--- src/rtl/ep_alloc_pkg.sv ---
`timescale 1ns/1ps
package ep_alloc_pkg;
  localparam int CODE_W = 3;
  localparam int MAX_BYTES = 8 << ((1 << CODE_W) - 1);

  typedef struct packed {
    logic              alloc;
    logic              en;
    logic              dbl;
    logic [CODE_W-1:0] code;
  } slot_cfg_t;

  function automatic int unsigned code_bytes(input logic [CODE_W-1:0] code);
    return 32'd8 << code;
  endfunction
endpackage

--- src/rtl/ep_slot_regs.sv ---
`timescale 1ns/1ps
module ep_slot_regs
  import ep_alloc_pkg::*;
#(
  parameter int NUM_SLOTS = 7,
  parameter int SLOT_W    = 3
) (
  input  logic                          clk,
  input  logic                          rst,
  input  logic                          wr_en,
  input  logic [SLOT_W-1:0]             wr_slot,
  input  slot_cfg_t                     wr_cfg,
  output slot_cfg_t [NUM_SLOTS-1:0]     cfg_q,
  output slot_cfg_t [NUM_SLOTS-1:0]     cfg_nx
);
  logic in_range;
  assign in_range = {1'b0, wr_slot} < (SLOT_W+1)'(NUM_SLOTS);

  always_comb begin
    cfg_nx = cfg_q;
    if (wr_en && in_range) cfg_nx[wr_slot] = wr_cfg;
  end

  always_ff @(posedge clk) begin
    if (rst) cfg_q <= '0;
    else     cfg_q <= cfg_nx;
  end
endmodule

--- src/rtl/ep_layout.sv ---
`timescale 1ns/1ps
module ep_layout
  import ep_alloc_pkg::*;
#(
  parameter int NUM_SLOTS = 7,
  parameter int BUF_BYTES = 832,
  parameter int SUM_W     = 14
) (
  input  slot_cfg_t [NUM_SLOTS-1:0]            cfg,
  output logic      [NUM_SLOTS-1:0][SUM_W-1:0] base,
  output logic      [NUM_SLOTS-1:0]            fit
);
  localparam logic [SUM_W-1:0] LIMIT = SUM_W'(BUF_BYTES);

  logic [NUM_SLOTS:0][SUM_W-1:0] run;
  assign run[0] = '0;

  for (genvar gi = 0; gi < NUM_SLOTS; gi++) begin : g_slot
    logic [SUM_W-1:0] foot;
    assign foot = cfg[gi].alloc
                ? SUM_W'(code_bytes(cfg[gi].code) << cfg[gi].dbl) : '0;
    assign run[gi+1] = run[gi] + foot;
    assign base[gi]  = run[gi];
    assign fit[gi]   = !cfg[gi].alloc || (run[gi+1] <= LIMIT);
  end
endmodule

--- src/rtl/ep_slot_flags.sv ---
`timescale 1ns/1ps
module ep_slot_flags
  import ep_alloc_pkg::*;
#(
  parameter int NUM_SLOTS = 7,
  parameter int SUM_W     = 14
) (
  input  logic                                 clk,
  input  logic                                 rst,
  input  slot_cfg_t [NUM_SLOTS-1:0]            cfg_q,
  input  slot_cfg_t [NUM_SLOTS-1:0]            cfg_nx,
  input  logic      [NUM_SLOTS-1:0][SUM_W-1:0] base_cur,
  input  logic      [NUM_SLOTS-1:0][SUM_W-1:0] base_nx,
  input  logic      [NUM_SLOTS-1:0]            fit_nx,
  output logic      [NUM_SLOTS-1:0]            slid,
  output logic      [NUM_SLOTS-1:0]            valid,
  output logic      [NUM_SLOTS-1:0]            ok,
  output logic                                 overflow
);
  logic [NUM_SLOTS-1:0] bad_nx;

  for (genvar gi = 0; gi < NUM_SLOTS; gi++) begin : g_flag
    logic moved, usable, slid_r, valid_r, ok_r;
    assign moved  = cfg_q[gi].alloc && cfg_nx[gi].alloc
                 && (base_cur[gi] != base_nx[gi]);
    assign usable = cfg_nx[gi].alloc && fit_nx[gi];
    assign bad_nx[gi] = cfg_nx[gi].alloc && !fit_nx[gi];

    always_ff @(posedge clk) begin
      if (rst) begin
        slid_r  <= 1'b0;
        valid_r <= 1'b0;
        ok_r    <= 1'b0;
      end else begin
        slid_r <= moved;
        ok_r   <= usable;
        if (!usable)               valid_r <= 1'b0;
        else if (!cfg_q[gi].alloc) valid_r <= 1'b1;
        else if (moved)            valid_r <= 1'b0;
      end
    end

    assign slid[gi]  = slid_r;
    assign valid[gi] = valid_r;
    assign ok[gi]    = ok_r;
  end

  always_ff @(posedge clk) begin
    if (rst) overflow <= 1'b0;
    else     overflow <= |bad_nx;
  end
endmodule

--- src/rtl/ep_lookup.sv ---
`timescale 1ns/1ps
module ep_lookup
  import ep_alloc_pkg::*;
#(
  parameter int NUM_SLOTS = 7,
  parameter int SLOT_W    = 3,
  parameter int ADDR_W    = 10,
  parameter int SUM_W     = 14
) (
  input  logic                                 clk,
  input  logic                                 rst,
  input  slot_cfg_t [NUM_SLOTS-1:0]            cfg,
  input  logic      [NUM_SLOTS-1:0][SUM_W-1:0] base,
  input  logic      [NUM_SLOTS-1:0]            ok,
  input  logic      [SLOT_W-1:0]               lk_slot,
  input  logic                                 lk_bank,
  input  logic      [ADDR_W-1:0]               lk_off,
  output logic      [ADDR_W-1:0]               lk_addr,
  output logic                                 lk_err
);
  logic              in_range, bad;
  logic [SLOT_W-1:0] idx;
  slot_cfg_t         sel;
  logic [SUM_W-1:0]  sz, off_w, sum;

  always_comb begin
    in_range = {1'b0, lk_slot} < (SLOT_W+1)'(NUM_SLOTS);
    idx      = in_range ? lk_slot : '0;
    sel      = cfg[idx];
    sz       = SUM_W'(code_bytes(sel.code));
    off_w    = SUM_W'(lk_off);
    bad      = !in_range || !sel.alloc || !ok[idx]
             || (lk_bank && !sel.dbl) || (off_w >= sz);
    sum      = base[idx] + (lk_bank ? sz : '0) + off_w;
  end

  always_ff @(posedge clk) begin
    if (rst) begin
      lk_err  <= 1'b1;
      lk_addr <= '0;
    end else begin
      lk_err  <= bad;
      lk_addr <= bad ? '0 : ADDR_W'(sum);
    end
  end
endmodule

--- src/rtl/ep_buf_alloc.sv ---
`timescale 1ns/1ps
module ep_buf_alloc
  import ep_alloc_pkg::*;
#(
  parameter  int NUM_SLOTS = 7,
  parameter  int BUF_BYTES = 832,
  localparam int SLOT_W    = (NUM_SLOTS > 1) ? $clog2(NUM_SLOTS) : 1,
  localparam int ADDR_W    = $clog2(BUF_BYTES),
  localparam int SUM_W     = $clog2(NUM_SLOTS * 2 * MAX_BYTES + 1)
) (
  input  logic                 clk,
  input  logic                 rst,
  input  logic                 cfg_we,
  input  logic [SLOT_W-1:0]    cfg_slot,
  input  logic [CODE_W-1:0]    cfg_code,
  input  logic                 cfg_dbl,
  input  logic                 cfg_en,
  input  logic                 cfg_alloc,
  input  logic [SLOT_W-1:0]    lk_slot,
  input  logic                 lk_bank,
  input  logic [ADDR_W-1:0]    lk_off,
  output logic [ADDR_W-1:0]    lk_addr,
  output logic                 lk_err,
  output logic [NUM_SLOTS-1:0] en_vec,
  output logic [NUM_SLOTS-1:0] alloc_vec,
  output logic [NUM_SLOTS-1:0] cfg_ok_vec,
  output logic [NUM_SLOTS-1:0] valid_vec,
  output logic [NUM_SLOTS-1:0] slid_vec,
  output logic                 overflow
);
  slot_cfg_t                            wr_cfg;
  slot_cfg_t [NUM_SLOTS-1:0]            cfg_q, cfg_nx;
  logic      [NUM_SLOTS-1:0][SUM_W-1:0] base_cur, base_nx;
  logic      [NUM_SLOTS-1:0]            fit_cur, fit_nx;

  assign wr_cfg = '{alloc: cfg_alloc, en: cfg_en, dbl: cfg_dbl, code: cfg_code};

  ep_slot_regs #(.NUM_SLOTS(NUM_SLOTS), .SLOT_W(SLOT_W)) u_regs (
    .clk(clk), .rst(rst), .wr_en(cfg_we), .wr_slot(cfg_slot),
    .wr_cfg(wr_cfg), .cfg_q(cfg_q), .cfg_nx(cfg_nx));

  ep_layout #(.NUM_SLOTS(NUM_SLOTS), .BUF_BYTES(BUF_BYTES), .SUM_W(SUM_W)) u_lay_cur (
    .cfg(cfg_q), .base(base_cur), .fit(fit_cur));

  ep_layout #(.NUM_SLOTS(NUM_SLOTS), .BUF_BYTES(BUF_BYTES), .SUM_W(SUM_W)) u_lay_nxt (
    .cfg(cfg_nx), .base(base_nx), .fit(fit_nx));

  ep_slot_flags #(.NUM_SLOTS(NUM_SLOTS), .SUM_W(SUM_W)) u_flags (
    .clk(clk), .rst(rst), .cfg_q(cfg_q), .cfg_nx(cfg_nx),
    .base_cur(base_cur), .base_nx(base_nx), .fit_nx(fit_nx),
    .slid(slid_vec), .valid(valid_vec), .ok(cfg_ok_vec), .overflow(overflow));

  ep_lookup #(.NUM_SLOTS(NUM_SLOTS), .SLOT_W(SLOT_W), .ADDR_W(ADDR_W), .SUM_W(SUM_W)) u_look (
    .clk(clk), .rst(rst), .cfg(cfg_q), .base(base_cur), .ok(cfg_ok_vec & fit_cur),
    .lk_slot(lk_slot), .lk_bank(lk_bank), .lk_off(lk_off),
    .lk_addr(lk_addr), .lk_err(lk_err));

  for (genvar gi = 0; gi < NUM_SLOTS; gi++) begin : g_out
    assign en_vec[gi]    = cfg_q[gi].en;
    assign alloc_vec[gi] = cfg_q[gi].alloc;
  end
endmodule

--- config.mk ---
export PLATFORM = sky130hd
export DESIGN_NAME = ep_buf_alloc
export DESIGN_NICKNAME = d
export VERILOG_FILES = /design/src/rtl/ep_alloc_pkg.sv /design/src/rtl/ep_slot_regs.sv /design/src/rtl/ep_layout.sv /design/src/rtl/ep_slot_flags.sv /design/src/rtl/ep_lookup.sv /design/src/rtl/ep_buf_alloc.sv
export SDC_FILE = /design/constraint.sdc
export NUM_CORES = 1
export LEC_CHECK = 0
export BUFFER_PORTS_ARGS = -buffer_cell sky130_fd_sc_hd__buf_2
export CAP_MARGIN = 25
export CORE_MARGIN = 10
export CORE_UTILIZATION = 32
export DETAILED_ROUTE_END_ITERATION = 10
export GPL_ROUTABILITY_DRIVEN = 1
export PLACE_DENSITY_LB_ADDON = 0.2
export SETUP_SLACK_MARGIN = 0.4
export SLEW_MARGIN = 20
export SYNTH_ARGS = -nofsm -noshare
export SYNTH_HDL_FRONTEND = slang
export SYNTH_SLANG_ARGS = --single-unit
--- constraint.sdc ---
create_clock -name clk -period 8.5 [get_ports clk]
set_clock_uncertainty 0.2 [all_clocks]
set_input_delay 0 -clock clk [delete_from_list [all_inputs] [get_ports clk]]
set_output_delay 0 -clock clk [all_outputs]
set_load 0.01 [all_outputs]
# == Word level (Yosys, flattened, before mapping) ==
# Index checks and enable logic that the tools add are counted.
# word_totals
in_bits,26
wordCells,253
reg_bits,74
# classes
magnitude_cmp,20
eq_ne,12
reduce_logical,81
muxes,38
shift,29
bitwise_logic,8
add_sub_neg,14
# op_table
operator,count
$shl A32 B1 Y14,14
$shl A4 B3 Y32 const A,14
$le A14 B10 Y1 const B,14
$mux W14,14
$add A14 B14 Y14,12
$ne A14 B14 Y1,6
$bmux W14 S3,1
$bwmux W42,1
$mux W42,1
$logic_and A1 B1 Y1,29
$logic_not A1 Y1,25
$add A10 B10 Y10,2
$mux W10,2
$bmux W6 S3,1
$demux W6 S3,1
$logic_or A1 B1 Y1,18
$reduce_or A2 Y1,8
$ge A10 B14 Y1,1
$shl A4 B3 Y14 const A,1
$mux W1,13
$mux W6,2
$ne A2 B1 Y1 const B,6
$lt A3 B4 Y1 const B,2
$and A7 B7 Y7,1
6 further kinds,13

# == Depth between registers and ports, before layout ==
# Gate-level depths: netlist of the first run.
# logic_depth
depth_word,20
depth_mapped,43

# == By module ==
# From an unflattened synthesis of the first run, not the netlist that was laid out.
# unflattened
cells_unflattened,1831
area_unflattened_um2,14298.7
# modules_own_cells
mod,area_each_um2,seq_area_each_um2,instances,cells_per_inst
ep_layout at u_lay_cur,4058.9,0.0,1,585
ep_layout at u_lay_nxt,4007.6,0.0,1,580
ep_slot_regs,2200.9,840.8,1,194
ep_lookup,2019.4,220.2,1,229
ep_slot_flags,1968.1,440.4,1,236
ep_buf_alloc,43.8,0.0,1,7

# == Worst setup path after synthesis of the first run ==
# OpenSTA, ideal clock, no wires.
# synth_timing
kind,input to register
startpoint,in cfg_slot[1]
endpoint,reg u_flags.g_flag[6].valid_r
arrival_time_ps,8084
setup_slack_ps,120
path_stages,37
setup_ps,96
required_ps,8204
n_path_buf,1
path_cell_list,clkbuf_1 > nor3_1 > mux2i_1 > xnor2_1 > or3_1 > fa_1 > nor2b_1 > o21ai_0 > a21boi_0 > nor2_1 > ha_1 > o21a_1 > o31a_1 > a21oi_1 > ha_1 > o21a_1 > o31ai_1 > a21boi_0 > ha_1 > o21a_1 > o31a_1 > o21ai_0 > nor2b_1 > xnor2_1 > ha_1 > o21a_1 > o31a_1 > a21oi_1 > ha_1 > nand3_1 > o21ai_0 > inv_1 > o21ai_0 > a21oi_1 > nor4_1 > o21a_1 > nor4b_1
# synth_between
elab_chain_len,20
word_cells_on_any_way,46
cone_classes,6 x add/sub; 4 x order compare; 2 x eq/ne; 14 x shift; 11 x mux; 1 x bitwise; 8 x reduce/logical
# synth_lines
item,line_no,source
from (decl),ep_buf_alloc.sv:14,"input logic [SLOT_W-1:0] cfg_slot,"
$lt A3 B4 Y1 (implied by the code) or $ge A3 B1 Y1 (tied branches),ep_slot_regs.sv:21,if (wr_en && in_range) cfg_nx[wr_slot] = wr_cfg;
$logic_and A1 B1 Y1 (implied by the code),ep_slot_regs.sv:21,
$mux W6 (implied by the code),ep_slot_regs.sv:21,
$demux W6 S3,-,
$bwmux W42,ep_slot_regs.sv:21,
$mux W42 (*),ep_slot_regs.sv:21,
$shl A4 B3 Y32,ep_alloc_pkg.sv:14,return 32'd8 << code;
$shl A32 B1 Y14,ep_layout.sv:21,? SUM_W'(code_bytes(cfg[gi].code) << cfg[gi].dbl) : '0;
$mux W14,ep_layout.sv:21,
$add A14 B14 Y14 (6 in series),ep_layout.sv:22,assign run[gi+1] = run[gi] + foot;
$le A14 B10 Y1,ep_layout.sv:24,assign fit[gi] = !cfg[gi].alloc || (run[gi+1] <= LIMIT);
$logic_or A1 B1 Y1,ep_layout.sv:24,
$logic_and A1 B1 Y1,ep_slot_flags.sv:26,assign usable = cfg_nx[gi].alloc && fit_nx[gi];
$not A1 Y1 (no source line),-,
$reduce_or A2 Y1 (no source line),-,
to (signal assigned),ep_slot_flags.sv:32,valid_r <= 1'b0;
to (signal assigned),ep_slot_flags.sv:37,if (!usable) valid_r <= 1'b0;
to (signal assigned),ep_slot_flags.sv:38,else if (!cfg_q[gi].alloc) valid_r <= 1'b1;
to (decl),ep_slot_flags.sv:23,"logic moved, usable, slid_r, valid_r, ok_r;"
# Every way passes the cells marked *; elsewhere a longest branch is shown, timed or not.
# A chain may end at the register's enable or synchronous reset.

# == Worst setup path after layout of the first run ==
# layout_timing
startpoint,reg u_regs.cfg_q[6] (netlist name)
endpoint,reg u_flags.g_flag[6].valid_r
# layout_between
elab_chain_len,16
word_cells_on_any_way,27
cone_classes,11 x add/sub; 1 x order compare; 2 x eq/ne; 4 x shift; 4 x mux; 1 x bitwise; 4 x reduce/logical
# layout_lines
item,line_no
$bwmux W42,ep_slot_regs.sv:21
$mux W42,ep_slot_regs.sv:21
$shl A4 B3 Y32,ep_alloc_pkg.sv:14
$shl A32 B1 Y14,ep_layout.sv:21
$mux W14,ep_layout.sv:21
$add A14 B14 Y14 (6 in series),ep_layout.sv:22
$le A14 B10 Y1,ep_layout.sv:24
$logic_or A1 B1 Y1,ep_layout.sv:24
$logic_and A1 B1 Y1,ep_slot_flags.sv:26
$not A1 Y1 (no source line),-
$reduce_or A2 Y1 (no source line),-
# Several ways; a longest one is shown, not always the timed one.

==> impl_metrics.env, run 1 <==
export IMPL_ant_nets=0
export IMPL_place_detailed_hpwl_um=36700
export IMPL_gr_total_overflow=0
export IMPL_power_density_nw_per_um2=68.1
export IMPL_synth_edf_count=0
export IMPL_synth_top_cell_by_area="ha_1"
export IMPL_crit_arrival_ps=7900
export IMPL_grt_util_all_layers=0.187
export IMPL_cts_tree="yes"
export IMPL_relSlewSlack=0.317
export IMPL_cts_sinks=74
export IMPL_critical_path_class="reg2reg"
export IMPL_cpPeakStageDelay_ps=380
export IMPL_min_period_over_period=0.921
export IMPL_min_path_type="in2reg"
export IMPL_fp_dieW_um=215
export IMPL_core_area_um2=37600
export IMPL_ctsHtreeMaxLevel=3
export IMPL_ys_async_sr_fraction=0
export IMPL_synth_yosys_seq_area_share=0.122
export IMPL_rows=71
export IMPL_vias_per_cell=5.36
export IMPL_clk_pin_slew_ps=70
export IMPL_post_synth_cell_area_avg_um2=7.47
export IMPL_grt_pass1_vias=11800
export IMPL_clkLatencyLatePin_ps=370
export IMPL_worst_slack_ps=674
export IMPL_synth_distinct_cells=90
export IMPL_reg2reg_from="u_regs.cfg_q[6]"
export IMPL_min_path_cells=3
export IMPL_vias=12200
export IMPL_grt_antenna_before_repair=3
export IMPL_stdcell_count=2285
export IMPL_outcome="completed"
export IMPL_min_period_ps=7830
export IMPL_clockBufferDepth=2
export IMPL_drive_gt1_frac=0.192
export IMPL_cts_buffers=9
export IMPL_fin_nets=1932
export IMPL_area_delta_synth_final_pct=18.6
export IMPL_min_delay_start="cfg_code[0]"
export IMPL_final_util=0.384
export IMPL_endpoint_kind="flop"
export IMPL_fmax_mhz=128
export IMPL_min_to="u_regs.cfg_q[6]"
export IMPL_cts_root_buf="clkbuf_16"
export IMPL_pin_count=73
export IMPL_timing_hold_ws_ps=9.05
export IMPL_start_util=0.323
export IMPL_yosys_warnings=0
export IMPL_irDropWorstVdd_v=0.0000662
export IMPL_drv_cap=0
export IMPL_place_ws_ps=130
export IMPL_syn_inst=1626
export IMPL_finalHoldViolations=0
export IMPL_slew_violations=0
export IMPL_p_leak_nw=6.72
export IMPL_drtIter0Drc=868
export IMPL_worstMarginPinSlew_ps=998
export IMPL_grt_max_degree=54
export IMPL_numPlacedInstances=2259
export IMPL_drt_wl_total_um=44500
export IMPL_drcViolationCount=0
export IMPL_first_pass_iters=6
export IMPL_fin_tns_setup_ps=0
export IMPL_ys_ff_latch=74
export IMPL_cp_common_cell="ha_1"
export IMPL_ys_top_cells_by_area="ha_1 12%, dfxtp_1 12%, xnor2_1 7.2%"
export IMPL_rrSetupSlack_ps=670
export IMPL_crit_path_start_kind="flop"
export IMPL_syn_area_um2=12200
export IMPL_crit_slowest_cell="a221o_1"
export IMPL_port_buffers=71
export IMPL_ff2ff_path_depth=33
export IMPL_nFillCells=3961
export IMPL_crit_fanout=7
export IMPL_die_h_um=215
export IMPL_grt_pass1_wl_um=67900
export IMPL_synth_ff_type="dfxtp_1"
export IMPL_setup_viol=0
export IMPL_die_area_um2=46200
export IMPL_worst_ep_required_time_ps=8580
export IMPL_reg2reg_to="u_flags.g_flag[6].valid_r"
export IMPL_synth_top_area_share=0.123
export IMPL_placed_area_um2=13800
export IMPL_synth_fp_nets=1789
export IMPL_gp_congestion=0.891
export IMPL_power_mw=0.981
export IMPL_rsz0062_at_grt="yes"
export IMPL_avgRoutedWirePerCell_um=19.5
export IMPL_final_area_um2=14400
## layer usage
| metal | track usage | vias to the layer above | routed length, um |
|---|---|---|---|
| met4 | 0.0700 | 2 | 1390 |
| li1 | - | 6070 | - |
| met2 | 0.291 | 371 | 19300 |
| met5 | 0 | - | 13 |
| met1 | 0.253 | 5724 | 20900 |
| met3 | 0.0329 | 71 | 2890 |
## worst max path at each step
stage	start	end	slack, ps	depth (start not counted)
floorplan	cfg_slot[1]	u_flags.g_flag[6].valid_r	430	37
global placement	cfg_slot[2]	u_flags.g_flag[6].valid_r	380	38
detailed placement	cfg_we	u_flags.g_flag[6].valid_r	130	39
CTS	u_regs.cfg_q[5]	u_flags.g_flag[6].valid_r	410	35
global route	cfg_we	u_flags.g_flag[6].valid_r	360	41
finish	u_regs.cfg_q[6]	u_flags.g_flag[6].valid_r	670	33
## Yosys cell counts (all sizes together), types with 15 or more instances
cell type / number
a21boi: 15
a21o: 27
a21oi: 99
a31oi: 26
and2: 19
buf: 48
clkbuf: 44
dfxtp: 74
fa: 18
ha: 119
inv: 87
mux2: 17
mux2i: 57
nand2: 88
nand2b: 34
nand3: 29
nor2: 204
nor2b: 50
nor3: 66
nor3b: 22
nor4: 15
o21a: 28
o21ai: 84
or2: 17
or3: 25
xnor2: 100
xor2: 56
## layout by cell type, fill, tap and decap left out, types with 18 or more instances in the layout
| master | instances |
|---|---|
| nor3b_1 | 18 |
| o21ai_0 | 67 |
| mux2i_1 | 53 |
| a31oi_1 | 26 |
| nor2_1 | 200 |
| ha_1 | 117 |
| o21a_1 | 28 |
| dfxtp_1 | 68 |
| xor2_1 | 51 |
| inv_1 | 87 |
| a21o_1 | 27 |
| nor2b_1 | 48 |
| and2_1 | 19 |
| nand2b_1 | 33 |
| nand3_1 | 29 |
| xnor2_1 | 91 |
| nand2_1 | 87 |
| or3_1 | 24 |
| a21oi_1 | 88 |
| buf_2 | 71 |
| nor3_1 | 65 |
| buf_4 | 144 |
## power breakdown
part | internal (mW) | switching, mW | total, mW
Combinational | 0.0846 | 0.124 | 0.208
Sequential | 0.352 | 0.0110 | 0.363
Clock | 0.235 | 0.175 | 0.410
Total | 0.671 | 0.310 | 0.981
## flip-flops by register name, indices dropped and copies added (netlist names), named ones only
signal                  flops
u_regs.cfg_q               35
u_look.lk_addr             10
u_flags.g_flag.ok_r         7
u_flags.g_flag.valid_r      7
u_flags.g_flag.slid_r       6
u_flags.overflow            1
u_look.lk_err               1
## critical path: cells and delay by family, from the launching register on
kind | cells | cell delay [ps]
AO/OA/AOI/OAI | 8 | 1920
AND/OR/NAND/NOR | 11 | 1780
adder cells (fa/ha/maj) | 6 | 1750
XOR/XNOR | 4 | 850
buffers and inverters | 3 | 570
flip-flops | 1 | 370
multiplexers | 1 | 290
## kinds of logic (layout without fill, tap and decap cells)
| kind of cell | after synthesis | in the layout | synth area share |
|---|---|---|---|
| simple gates | 599 | 599 | 0.247 |
| fa+ha+maj | 137 | 137 | 0.152 |
| mux | 80 | 80 | 0.0744 |
| buf+inv | 179 | 326 | 0.0680 |
| xor+xnor | 157 | 157 | 0.116 |
| flops | 74 | 74 | 0.122 |
| compound gates | 399 | 399 | 0.220 |
| other cells | 1 | 2 | 0.000309 |
## area by class of cell
| class | instances | area [um^2] | area share |
|---|---|---|---|
| sequential | 74 | 1500 | 0.104 |
| inverter | 87 | 327 | 0.0227 |
| tap | 511 | 639 | 0.0444 |
| multi-input combinational | 1373 | 10100 | 0.701 |
| clock inverter | 4 | 52.6 | 0.00365 |
| antenna | 1 | 2.50 | 0.000174 |
| timing repair buffer | 224 | 1550 | 0.107 |
| clock buffer | 11 | 243 | 0.0168 |
## repair_timing
item,4_1_cts,5_1_grt
pin swaps,0,9
buffers inserted,0,3
endpoints found under the hold margin,14,0
setup endpoints to repair,11,17
gates resized for setup,2,66
hold buffers,7,0
Note: power is estimated with default switching activity, not from simulation.
==> run 2, diff against run 1 <==
- REMOVE_ABC_BUFFERS: not set -> 1
==> run 2 against run 1 <==
  * First-iteration DRC count is 20% higher
  * Hold slack got worse by 4.4 ps
  * Combinational power about the same
  * Sequential power about the same
  * Via count grew 1.5%
  * Setup slack gained 77 ps
  * Critical path type unchanged
==> impl_metrics.env, run 2 (same netlist as run 1, synthesis figures left out) <==
export IMPL_clkPwrFrac=0.437
export IMPL_largest_register_ffs=35
export IMPL_power_density_nw_per_um2=69.3
export IMPL_grt_max_degree=52
export IMPL_cts_tree="yes"
export IMPL_crit_path_start_kind="flop"
export IMPL_pin_count=73
export IMPL_place_detailed_hpwl_um=37100
export IMPL_timing_hold_ws_ps=4.68
export IMPL_min_path_type="in2reg"
export IMPL_drive_gt1_frac=0.215
export IMPL_drtIter0Drc=1038
export IMPL_clockBufferDepth=2
export IMPL_pwr_share_comb=0.206
export IMPL_die_h_um=215
export IMPL_rows=71
export IMPL_final_cell_mix="198 x nor2_1, 157 x buf_4, 110 x ha_1"
export IMPL_p_leak_nw=6.81
export IMPL_worst_slack_ps=752
export IMPL_core_area_um2=37600
export IMPL_first_pass_iters=7
export IMPL_grt_antenna_before_repair=1
export IMPL_worstMarginPinSlew_ps=772
export IMPL_outcome="completed"
export IMPL_relSlewSlack=0.471
export IMPL_finalHoldViolations=0
export IMPL_ctsHtreeMaxLevel=3
export IMPL_die_area_um2=46200
export IMPL_reg_top3="u_regs.cfg_q x35, u_look.lk_addr x10"
export IMPL_switchingPower_mw=0.319
export IMPL_grt_pass1_wl_um=69000
export IMPL_nFillCells=3952
export IMPL_gr_total_overflow=0
export IMPL_cp_common_cell="ha_1"
export IMPL_cpPeakStageDelay_ps=550
export IMPL_vias=12400
export IMPL_min_period_ps=7750
export IMPL_critical_path_class="reg2reg"
export IMPL_crit_arrival_ps=7810
export IMPL_pwr_share_seq=0.357
export IMPL_start_util=0.323
export IMPL_grt_util_all_layers=0.187
export IMPL_regMostFlops="u_regs.cfg_q"
export IMPL_clk_pin_slew_ps=70
export IMPL_min_period_over_period=0.912
export IMPL_rsz0062_at_grt="no"
export IMPL_crit_fanout=11
export IMPL_clkLatencyLatePin_ps=370
export IMPL_endpoint_kind="flop"
export IMPL_crit_slowest_cell="or4_1"
export IMPL_drcViolationCount=0
export IMPL_place_ws_ps=-326
export IMPL_drt_wl_total_um=44800
export IMPL_cts_sinks=74
export IMPL_gp_congestion=0.937
export IMPL_port_buffers=71
export IMPL_ant_nets=0
export IMPL_netSwitchingFraction=0.313
export IMPL_fin_nets=1946
export IMPL_irDropWorstVdd_v=0.0000634
export IMPL_final_common_cell="nor2_1"
export IMPL_cts_root_buf="clkbuf_16"
export IMPL_drv_cap=0
export IMPL_fmax_mhz=129
export IMPL_slew_violations=0
export IMPL_avgRoutedWirePerCell_um=19.5
export IMPL_area_delta_synth_final_pct=20.9
export IMPL_antenna_cells=0
export IMPL_grt_pass1_vias=11900
export IMPL_vias_per_cell=5.40
export IMPL_cts_buffers=9
export IMPL_fp_dieW_um=215
export IMPL_fin_tns_setup_ps=0
export IMPL_worst_ep_required_time_ps=8560
export IMPL_setup_viol=0
export IMPL_internal_power_mw=0.699
## run 2: cell type report
class	count	area, um^2	share of cell area
Inverter	87	327	0.0222
Clock inverter	7	103	0.00698
Clock buffer	9	225	0.0153
Timing Repair Buffer	238	1650	0.112
Sequential cell	74	1490	0.101
Tap cell	511	639	0.0435
Multi-Input combinational cell	1373	10300	0.699
## run 2: what timing repair did
item,in CTS,in global routing
resized for setup,10,85
hold buffers,8,0
cloned,0,0
setup endpoints to repair,14,17
endpoints found under the hold margin,33,0
buffers inserted,0,4
pin swaps,0,15
## run 2: power by group through the flow
stage | clock [mW] | sequential [mW] | combinational (mW)
after floorplan | 0 | 0.369 | 0.117
after global placement | 0 | 0.371 | 0.201
after detailed placement | 0 | 0.371 | 0.202
after CTS | 0.452 | 0.363 | 0.207
after global routing | 0.464 | 0.364 | 0.232
final | 0.445 | 0.363 | 0.210
## run 2: metrics by stage
| step | area [um^2] | std cells | power [mW] | util |
|---|---|---|---|---|
| floorplan | 11700 | 1534 | 0.486 | - |
| global placement | 13800 | 2270 | 0.572 | 0.368 |
| detailed placement | 13800 | 2270 | 0.572 | 0.368 |
| CTS | 14300 | 2294 | 1.02 | 0.379 |
| global route | 14700 | 2299 | 1.06 | 0.391 |
| finish | 14700 | 2299 | 1.02 | 0.391 |
## run 2: worst paths after layout
| path | start | depth (start not counted) | slack, ps | end |
|---|---|---|---|---|
| max | u_regs.cfg_q[0] | 31 | 750 | u_look.lk_err |
| min | cfg_dbl | 4 | 5 | u_regs.cfg_q[3] |
| max reg2reg | u_regs.cfg_q[0] | 31 | 750 | u_look.lk_err |
| min reg2reg | u_flags.g_flag[0].valid_r | 2 | 250 | u_flags.g_flag[0].valid_r |
## run 2: layer usage
layer / up-vias / GRT usage / share of wire
li1: 6096 / - / -
met1: 5954 / 0.259 / 0.48
met2: 329 / 0.303 / 0.45
met3: 39 / 0.0204 / 0.045
met4: 0 / 0.0470 / 0.018
met5: - / 0 / 0
## run 2: worst max-delay path, delay by kind of cell, from the launching register on
family	cells	cell delay (ps)
AO/OA/AOI/OAI	9	2000
XOR/XNOR	3	580
adder cells (fa/ha/maj)	7	1970
buffers and inverters	3	510
flip-flops	1	400
multiplexers	1	210
AND/OR/NAND/NOR	8	1760
